[src/rtl/div_pkg.sv]
package div_pkg;
    typedef enum logic [2:0] {
        ST_IDLE,
        ST_SETUP,
        ST_ITER,
        ST_FIX,
        ST_WRITE
    } div_state_t;

    typedef struct packed {
        logic wide;
        logic sgn;
        logic frac;
    } div_mode_t;
endpackage

[src/rtl/div_operand_prep.sv]
module div_operand_prep
    import div_pkg::*;
#(
    parameter int W = 16
) (
    input  logic [2*W-1:0] num,
    input  logic [W-1:0]   den,
    input  div_mode_t      mode,
    output logic [2*W-1:0] num_aligned,
    output logic [W-1:0]   den_mag,
    output logic           neg_q,
    output logic           neg_r,
    output logic           pre_ovf
);
    localparam int NW = 2 * W;

    logic [NW-1:0] ext;
    logic [NW-1:0] mag;
    logic          sn;
    logic          sd;

    always_comb begin
        if (mode.wide) begin
            ext = num;
        end else if (mode.sgn) begin
            ext = {{W{num[W-1]}}, num[W-1:0]};
        end else begin
            ext = {{W{1'b0}}, num[W-1:0]};
        end
        sn  = mode.sgn & ext[NW-1];
        mag = sn ? (~ext + 1'b1) : ext;

        if (!mode.frac) begin
            num_aligned = mag;
        end else if (mode.wide) begin
            num_aligned = mag >> 1;
        end else begin
            num_aligned = mag << (W - 1);
        end

        sd      = mode.sgn & den[W-1];
        den_mag = sd ? (~den + 1'b1) : den;
        neg_q   = sn ^ sd;
        neg_r   = sn;
        pre_ovf = (den_mag == '0) || (num_aligned[NW-1:W] >= den_mag);
    end
endmodule

[src/rtl/div_step.sv]
module div_step #(
    parameter int W = 16
) (
    input  logic [W-1:0] rem_in,
    input  logic [W-1:0] lo_in,
    input  logic [W-1:0] den,
    output logic [W-1:0] rem_out,
    output logic [W-1:0] lo_out
);
    logic [W:0] trial;
    logic [W:0] diff;
    logic       take;

    always_comb begin
        trial   = {rem_in, lo_in[W-1]};
        diff    = trial - {1'b0, den};
        take    = trial >= {1'b0, den};
        rem_out = take ? diff[W-1:0] : trial[W-1:0];
        lo_out  = {lo_in[W-2:0], take};
    end
endmodule

[src/rtl/div_sign_fix.sv]
module div_sign_fix #(
    parameter int W = 16
) (
    input  logic [W-1:0] q_mag,
    input  logic [W-1:0] r_mag,
    input  logic         neg_q,
    input  logic         neg_r,
    input  logic         sgn,
    output logic [W-1:0] q_out,
    output logic [W-1:0] r_out,
    output logic         range_ovf
);
    localparam logic [W-1:0] HALF = {1'b1, {(W-1){1'b0}}};

    always_comb begin
        q_out = neg_q ? (~q_mag + 1'b1) : q_mag;
        r_out = neg_r ? (~r_mag + 1'b1) : r_mag;
        if (!sgn) begin
            range_ovf = 1'b0;
        end else if (neg_q) begin
            range_ovf = q_mag > HALF;
        end else begin
            range_ovf = q_mag[W-1];
        end
    end
endmodule

[src/rtl/iter_divider.sv]
module iter_divider
    import div_pkg::*;
#(
    parameter int W = 16
) (
    input  logic             clk,
    input  logic             rst_n,
    input  logic             start,
    input  logic             hold,
    input  logic             wide,
    input  logic             sgn,
    input  logic             frac,
    input  logic [2*W-1:0]   dividend,
    input  logic [W-1:0]     divisor,
    output logic             busy,
    output logic             done,
    output logic [W-1:0]     quotient,
    output logic [W-1:0]     remainder,
    output logic             ovf
);
    localparam int NW = 2 * W;
    localparam int CW = $clog2(W);
    localparam logic [CW-1:0] LAST = CW'(W - 1);

    div_state_t state, state_nx;

    logic [NW-1:0] op_num;
    logic [W-1:0]  op_den;
    div_mode_t     op_mode;

    logic [CW-1:0] cnt;
    logic [W-1:0]  p_rem;
    logic [W-1:0]  p_lo;
    logic [W-1:0]  d_mag;
    logic          f_neg_q, f_neg_r, f_pre_ovf;
    logic [W-1:0]  res_q, res_r;
    logic          res_ovf;
    logic [W-1:0]  out_q, out_r;
    logic          out_ovf;
    logic          done_r;

    logic [NW-1:0] pr_num;
    logic [W-1:0]  pr_den;
    logic          pr_neg_q, pr_neg_r, pr_ovf;
    logic [W-1:0]  st_rem, st_lo;
    logic [W-1:0]  fx_q, fx_r;
    logic          fx_ovf;
    logic          run;

    div_operand_prep #(.W(W)) u_prep (
        .num(op_num), .den(op_den), .mode(op_mode),
        .num_aligned(pr_num), .den_mag(pr_den),
        .neg_q(pr_neg_q), .neg_r(pr_neg_r), .pre_ovf(pr_ovf)
    );

    div_step #(.W(W)) u_step (
        .rem_in(p_rem), .lo_in(p_lo), .den(d_mag),
        .rem_out(st_rem), .lo_out(st_lo)
    );

    div_sign_fix #(.W(W)) u_fix (
        .q_mag(p_lo), .r_mag(p_rem), .neg_q(f_neg_q), .neg_r(f_neg_r),
        .sgn(op_mode.sgn), .q_out(fx_q), .r_out(fx_r), .range_ovf(fx_ovf)
    );

    assign run = (state != ST_IDLE) && !hold;

    // State register
    always_ff @(posedge clk or negedge rst_n) begin
        if (!rst_n) state <= ST_IDLE;
        else        state <= state_nx;
    end

    // Next-state logic
    always_comb begin
        state_nx = state;
        unique case (state)
            ST_IDLE:  if (start) state_nx = ST_SETUP;
            ST_SETUP: if (!hold) state_nx = ST_ITER;
            ST_ITER:  if (!hold && cnt == LAST) state_nx = ST_FIX;
            ST_FIX:   if (!hold) state_nx = ST_WRITE;
            ST_WRITE: if (!hold) state_nx = ST_IDLE;
            default:  state_nx = ST_IDLE;
        endcase
    end

    // Datapath registers
    always_ff @(posedge clk or negedge rst_n) begin
        if (!rst_n) begin
            op_num <= '0; op_den <= '0; op_mode <= '0;
            cnt <= '0; p_rem <= '0; p_lo <= '0; d_mag <= '0;
            f_neg_q <= 1'b0; f_neg_r <= 1'b0; f_pre_ovf <= 1'b0;
            res_q <= '0; res_r <= '0; res_ovf <= 1'b0;
            out_q <= '0; out_r <= '0; out_ovf <= 1'b0;
            done_r <= 1'b0;
        end else begin
            done_r <= 1'b0;
            if (state == ST_IDLE) begin
                if (start) begin
                    op_num  <= dividend;
                    op_den  <= divisor;
                    op_mode <= '{wide: wide, sgn: sgn, frac: frac};
                end
            end else if (run) begin
                unique case (state)
                    ST_SETUP: begin
                        p_rem     <= pr_num[NW-1:W];
                        p_lo      <= pr_num[W-1:0];
                        d_mag     <= pr_den;
                        f_neg_q   <= pr_neg_q;
                        f_neg_r   <= pr_neg_r;
                        f_pre_ovf <= pr_ovf;
                        cnt       <= '0;
                    end
                    ST_ITER: begin
                        p_rem <= st_rem;
                        p_lo  <= st_lo;
                        cnt   <= cnt + 1'b1;
                    end
                    ST_FIX: begin
                        res_q   <= fx_q;
                        res_r   <= fx_r;
                        res_ovf <= f_pre_ovf | fx_ovf;
                    end
                    ST_WRITE: begin
                        out_q   <= res_q;
                        out_r   <= res_r;
                        out_ovf <= res_ovf;
                        done_r  <= 1'b1;
                    end
                    default: ;
                endcase
            end
        end
    end

    // Outputs
    always_comb begin
        busy      = (state != ST_IDLE);
        done      = done_r;
        quotient  = out_q;
        remainder = out_r;
        ovf       = out_ovf;
    end

    assert_hold_freeze_R9: assert property (@(posedge clk) disable iff (!rst_n)
        (busy && hold) |=> (busy && $stable(cnt) && $stable(p_rem) && $stable(p_lo) && $stable(state)));

    assert_done_pulse_R2: assert property (@(posedge clk) disable iff (!rst_n)
        done |=> !done);

    assert_done_idle_R2: assert property (@(posedge clk) disable iff (!rst_n)
        done |-> !busy);

    assert_busy_end_R2: assert property (@(posedge clk) disable iff (!rst_n)
        $fell(busy) |-> done);

    assert_ignore_start_R10: assert property (@(posedge clk) disable iff (!rst_n)
        (busy && start) |=> ($stable(op_num) && $stable(op_den) && $stable(op_mode)));

    assert_zero_div_ovf_R8: assert property (@(posedge clk) disable iff (!rst_n)
        (done && op_den == '0) |-> ovf);

    assert_outputs_hold_R11: assert property (@(posedge clk) disable iff (!rst_n)
        !(state == ST_WRITE && !hold) |=> ($stable(quotient) && $stable(remainder) && $stable(ovf)));
endmodule

[config.mk]
export PLATFORM = sky130hd
export DESIGN_NAME = iter_divider
export DESIGN_NICKNAME = d
export VERILOG_FILES = /design/src/rtl/div_pkg.sv /design/src/rtl/div_operand_prep.sv /design/src/rtl/div_step.sv /design/src/rtl/div_sign_fix.sv /design/src/rtl/iter_divider.sv
export SDC_FILE = /design/constraint.sdc
export NUM_CORES = 1
export LEC_CHECK = 0
export ABC_AREA = 1
export BUFFER_PORTS_ARGS = -buffer_cell sky130_fd_sc_hd__buf_2
export CAP_MARGIN = 10
export CELL_PAD_IN_SITES_DETAIL_PLACEMENT = 0
export CELL_PAD_IN_SITES_GLOBAL_PLACEMENT = 1
export CORE_MARGIN = 1.5
export CORE_UTILIZATION = 25
export CTS_CLUSTER_DIAMETER = 150
export DETAILED_ROUTE_END_ITERATION = 12
export GPL_ROUTABILITY_DRIVEN = 0
export PLACE_DENSITY_LB_ADDON = 0.1
export SLEW_MARGIN = 10
export SYNTH_ARGS = -nofsm -noshare
export SYNTH_HDL_FRONTEND = slang
export SYNTH_SLANG_ARGS = --single-unit
[constraint.sdc]
create_clock -name clk -period 8.51 [get_ports clk]
set_input_delay 0.4255 -clock clk [delete_from_list [all_inputs] [get_ports clk]]
set_output_delay 0.4255 -clock clk [all_outputs]
set_load 0.1 [all_outputs]
==> summary.md <==
| Metric | Value |
|---|---|
| CTS tree | `done` |
| GR Util All Layers | `16.63%` |
| Hold Path Class | `in -> reg` |
| Average size of a mapped cell | `7.381 um2` |
| Routed Antenna Nets | `0` |
| Post-Syn Area | `11020 um2` |
| Fin crit share | `51.46%` |
| I/O pin total | `90` |
| Number of cells on the worst hold path | `2` |
| WP data arrival | `4720 ps` |
| Core Box Area | `43270 um2` |
| Fmax | `228.4 MHz` |
| Clock Skew | `11.13 ps` |
| Congestion Overflow GR | `0` |
| Crit path launch type | `flop` |
| Most frequent cells after synthesis | `427 x nand2_1, 176 x dfrtp_1, 157 x inv_1` |
| WP data required | `8850 ps` |
| Pin count of the biggest net entering global routing | `70` |
| FF-to-FF End | `f_pre_ovf` |
| Area leader, netlist | `dfrtp_1` |
| Flops & latches, synth | `176` |
| Maxcap violations | `0` |
| Status | `finished clean` |
| Top_reg_cell synth | `dfrtp_1` |
| Setup TNS | `0 ps` |
| Starting Density | `25.47%` |
| CTS Sinks | `176` |
| Final setup fails | `0` |
| Nets | `1648` |
| Share of post-route cells with drive strength above 1 | `12.25%` |
| DP HPWL | `27270 um` |
| Worst R2R Path Depth | `19` |
| Synth top area share | `39.97%` |
| Worst-Margin Slew | `975.6 ps` |
| WL/cell | `16.40 um` |
| Vias per inst | `4.488` |
| Library cells used by synthesis | `43` |
| FILL cells | `4803` |
| Vias in the first global route | `9860` |
| Num rows | `76` |
| Final hold violations | `0` |
| Count of pins over their slew limit | `0` |
| DRC errors left | `0` |
| CTS Buf Count | `17` |
| Routed vias | `9658` |
| Syn nets | `1586` |
| Number of synthesized flops with an enable pin | `0` |
| Postcts setup bufs | `0` |
| CTS clk-pin slew, worst paths | `80 ps` |
| R2R setup slack | `4130 ps` |
| FFs w/ async S/R, synth | `100.0%` |
| First-pass GRT wire length | `57350 um` |
| H-tree depth | `4` |
| Port Buffer Count | `89` |
| Count leader, synth | `nand2_1` |
| Die W | `212.9 um` |
| Unrepaired setup endpoints after global routing | `no` |
| Root Buffer | `clkbuf_16` |
| Worst-path fanout max | `33` |
| Fin util | `29.18%` |
| Hold buffers post-CTS | `1` |
| Hold Path Sink | `op_num[25]` |
| Cells after Synth | `1493` |
| Number of inserted diodes | `0` |
| Max_slew headroom | `34.81%` |
| Critical path class | `reg -> reg` |
| Sequential area share after synthesis | `39.97%` |
| Yosys warnings | `0` |
| Gates resized, CTS repair | `0` |
| Longest Clk Path Bufs | `2` |
| Hold Path Origin | `dividend[25]` |
| Clock period minus worst slack | `4379 ps` |
| Die footprint | `45350 um2` |
| Die height | `212.9 um` |
| Layout area overhead | `14.56%` |
| Total wire length | `35300 um` |
| First-pass DRT Iterations | `4` |
| CP Capture Type | `flop` |
| Top cells by area, synth | `dfrtp_1 40%, nand2_1 15%, inv_1 5.3%` |
| 1st-iter DRT viols | `712` |
| Clock latency on the worst-skew pair | `450 ps` |
| Antenna violations before repair | `0` |
| RR Startpoint | `op_mode[2]` |
kinds of logic after synthesis:
logic type / Yosys count / share of synthesized area [%]
compound gates: 227 / 11.09
xor+xnor: 53 / 4.213
fa+ha+maj: 38 / 4.383
buf+inv: 217 / 7.835
flops: 176 / 39.97
mux: 51 / 5.212
simple gates: 731 / 27.30
through the flow:
stage / instance area [um2] / cells / setup slack (ps) / hold WS, ps
4_1_cts: 12620 / 2152 / 4141 / 173.5
3_3_place_gp: 12030 / 2120 / 4267 / 466.5
2_1_floorplan: 11020 / 1493 / 5828 / 129.9
3_5_place_dp: 12030 / 2120 / 4156 / 473.1
5_1_grt: 12620 / 2152 / 3600 / 175.5
6_report: 12620 / 2152 / 4131 / 201.7
cell usage in the layout, fill, tap and decap left out, types with 2 or more instances in the layout:
cell type,synthesis,layout
o21ai_0,94,94
and2_1,6,6
o221ai_1,2,2
inv_6,0,3
o211ai_1,9,9
clkinv_1,2,2
buf_2,15,88
nor2_4,1,2
ha_1,37,37
clkbuf_16,0,17
xnor2_1,8,8
o22ai_1,8,8
or2_2,4,4
inv_1,157,157
a21oi_1,93,93
nand4_1,13,13
nand3b_1,6,6
dfrtp_1,176,176
a31oi_1,6,6
nand3_1,112,111
buf_4,2,8
o21ai_1,2,2
nor2_1,142,141
mux2_2,51,51
nand2_1,427,427
a22oi_1,5,5
clkinv_4,0,6
xor2_1,45,45
a21boi_0,2,2
nor3_1,15,15
clkbuf_8,0,3
inv_2,3,3
registers in the layout (all words and copies together) (netlist names), 4 cells and up:
register   flops
cnt            4
d_mag         16
op_den        16
op_num        32
p_lo          16
p_rem         16
quotient      16
remainder     16
res_q         16
res_r         16
per-layer routing:
metal | vias to the layer above | GRT usage (%) | wire length, um
li1 | 4961 | - | -
met5 | - | 0 | 0
met1 | 4535 | 24.14 | 18630
met4 | 0 | 2.837 | 210
met2 | 154 | 25.91 | 15350
met3 | 8 | 2.956 | 1113
how the worst max path moves through the flow:
stage / start / to
after floorplan: op_num[0] / f_pre_ovf
after global placement: op_mode[2] / f_pre_ovf
after detailed placement: op_mode[2] / f_pre_ovf
after CTS: op_mode[2] / f_pre_ovf
after global routing: op_mode[2] / f_pre_ovf
final: op_mode[2] / f_pre_ovf
worst max-delay path, stage by stage (launching register included):
cell and delay, ps:
dfrtp_1 660, inv_2 350, nand3_2 530, a21boi_2 560
buf_4 330, nand2_1 140, xor2_1 240, nand2_1 110
and2_1 200, ha_1 280, a21oi_1 160, o21ai_0 100
nand2_1 70, o311ai_0 120, nand2_1 90, nand2_1 40
a21oi_1 120, nand2_1 70, nand2_1 50, nand2_1 40
cell type report:
| class | instances | area, um2 | area share (%) |
|---|---|---|---|
| well taps | 585 | 732.0 | 5.798 |
| repair buffers | 98 | 524.3 | 4.153 |
| clock inverters | 12 | 130.1 | 1.031 |
| flip-flops and latches | 176 | 4404 | 34.89 |
| clock buffers | 19 | 452.9 | 3.588 |
| multi-input cells | 1100 | 5772 | 45.72 |
| inverters | 162 | 608.1 | 4.817 |
Power is not shown: default switching activity piles up to over one toggle a cycle in this logic, so the estimate is an artifact.
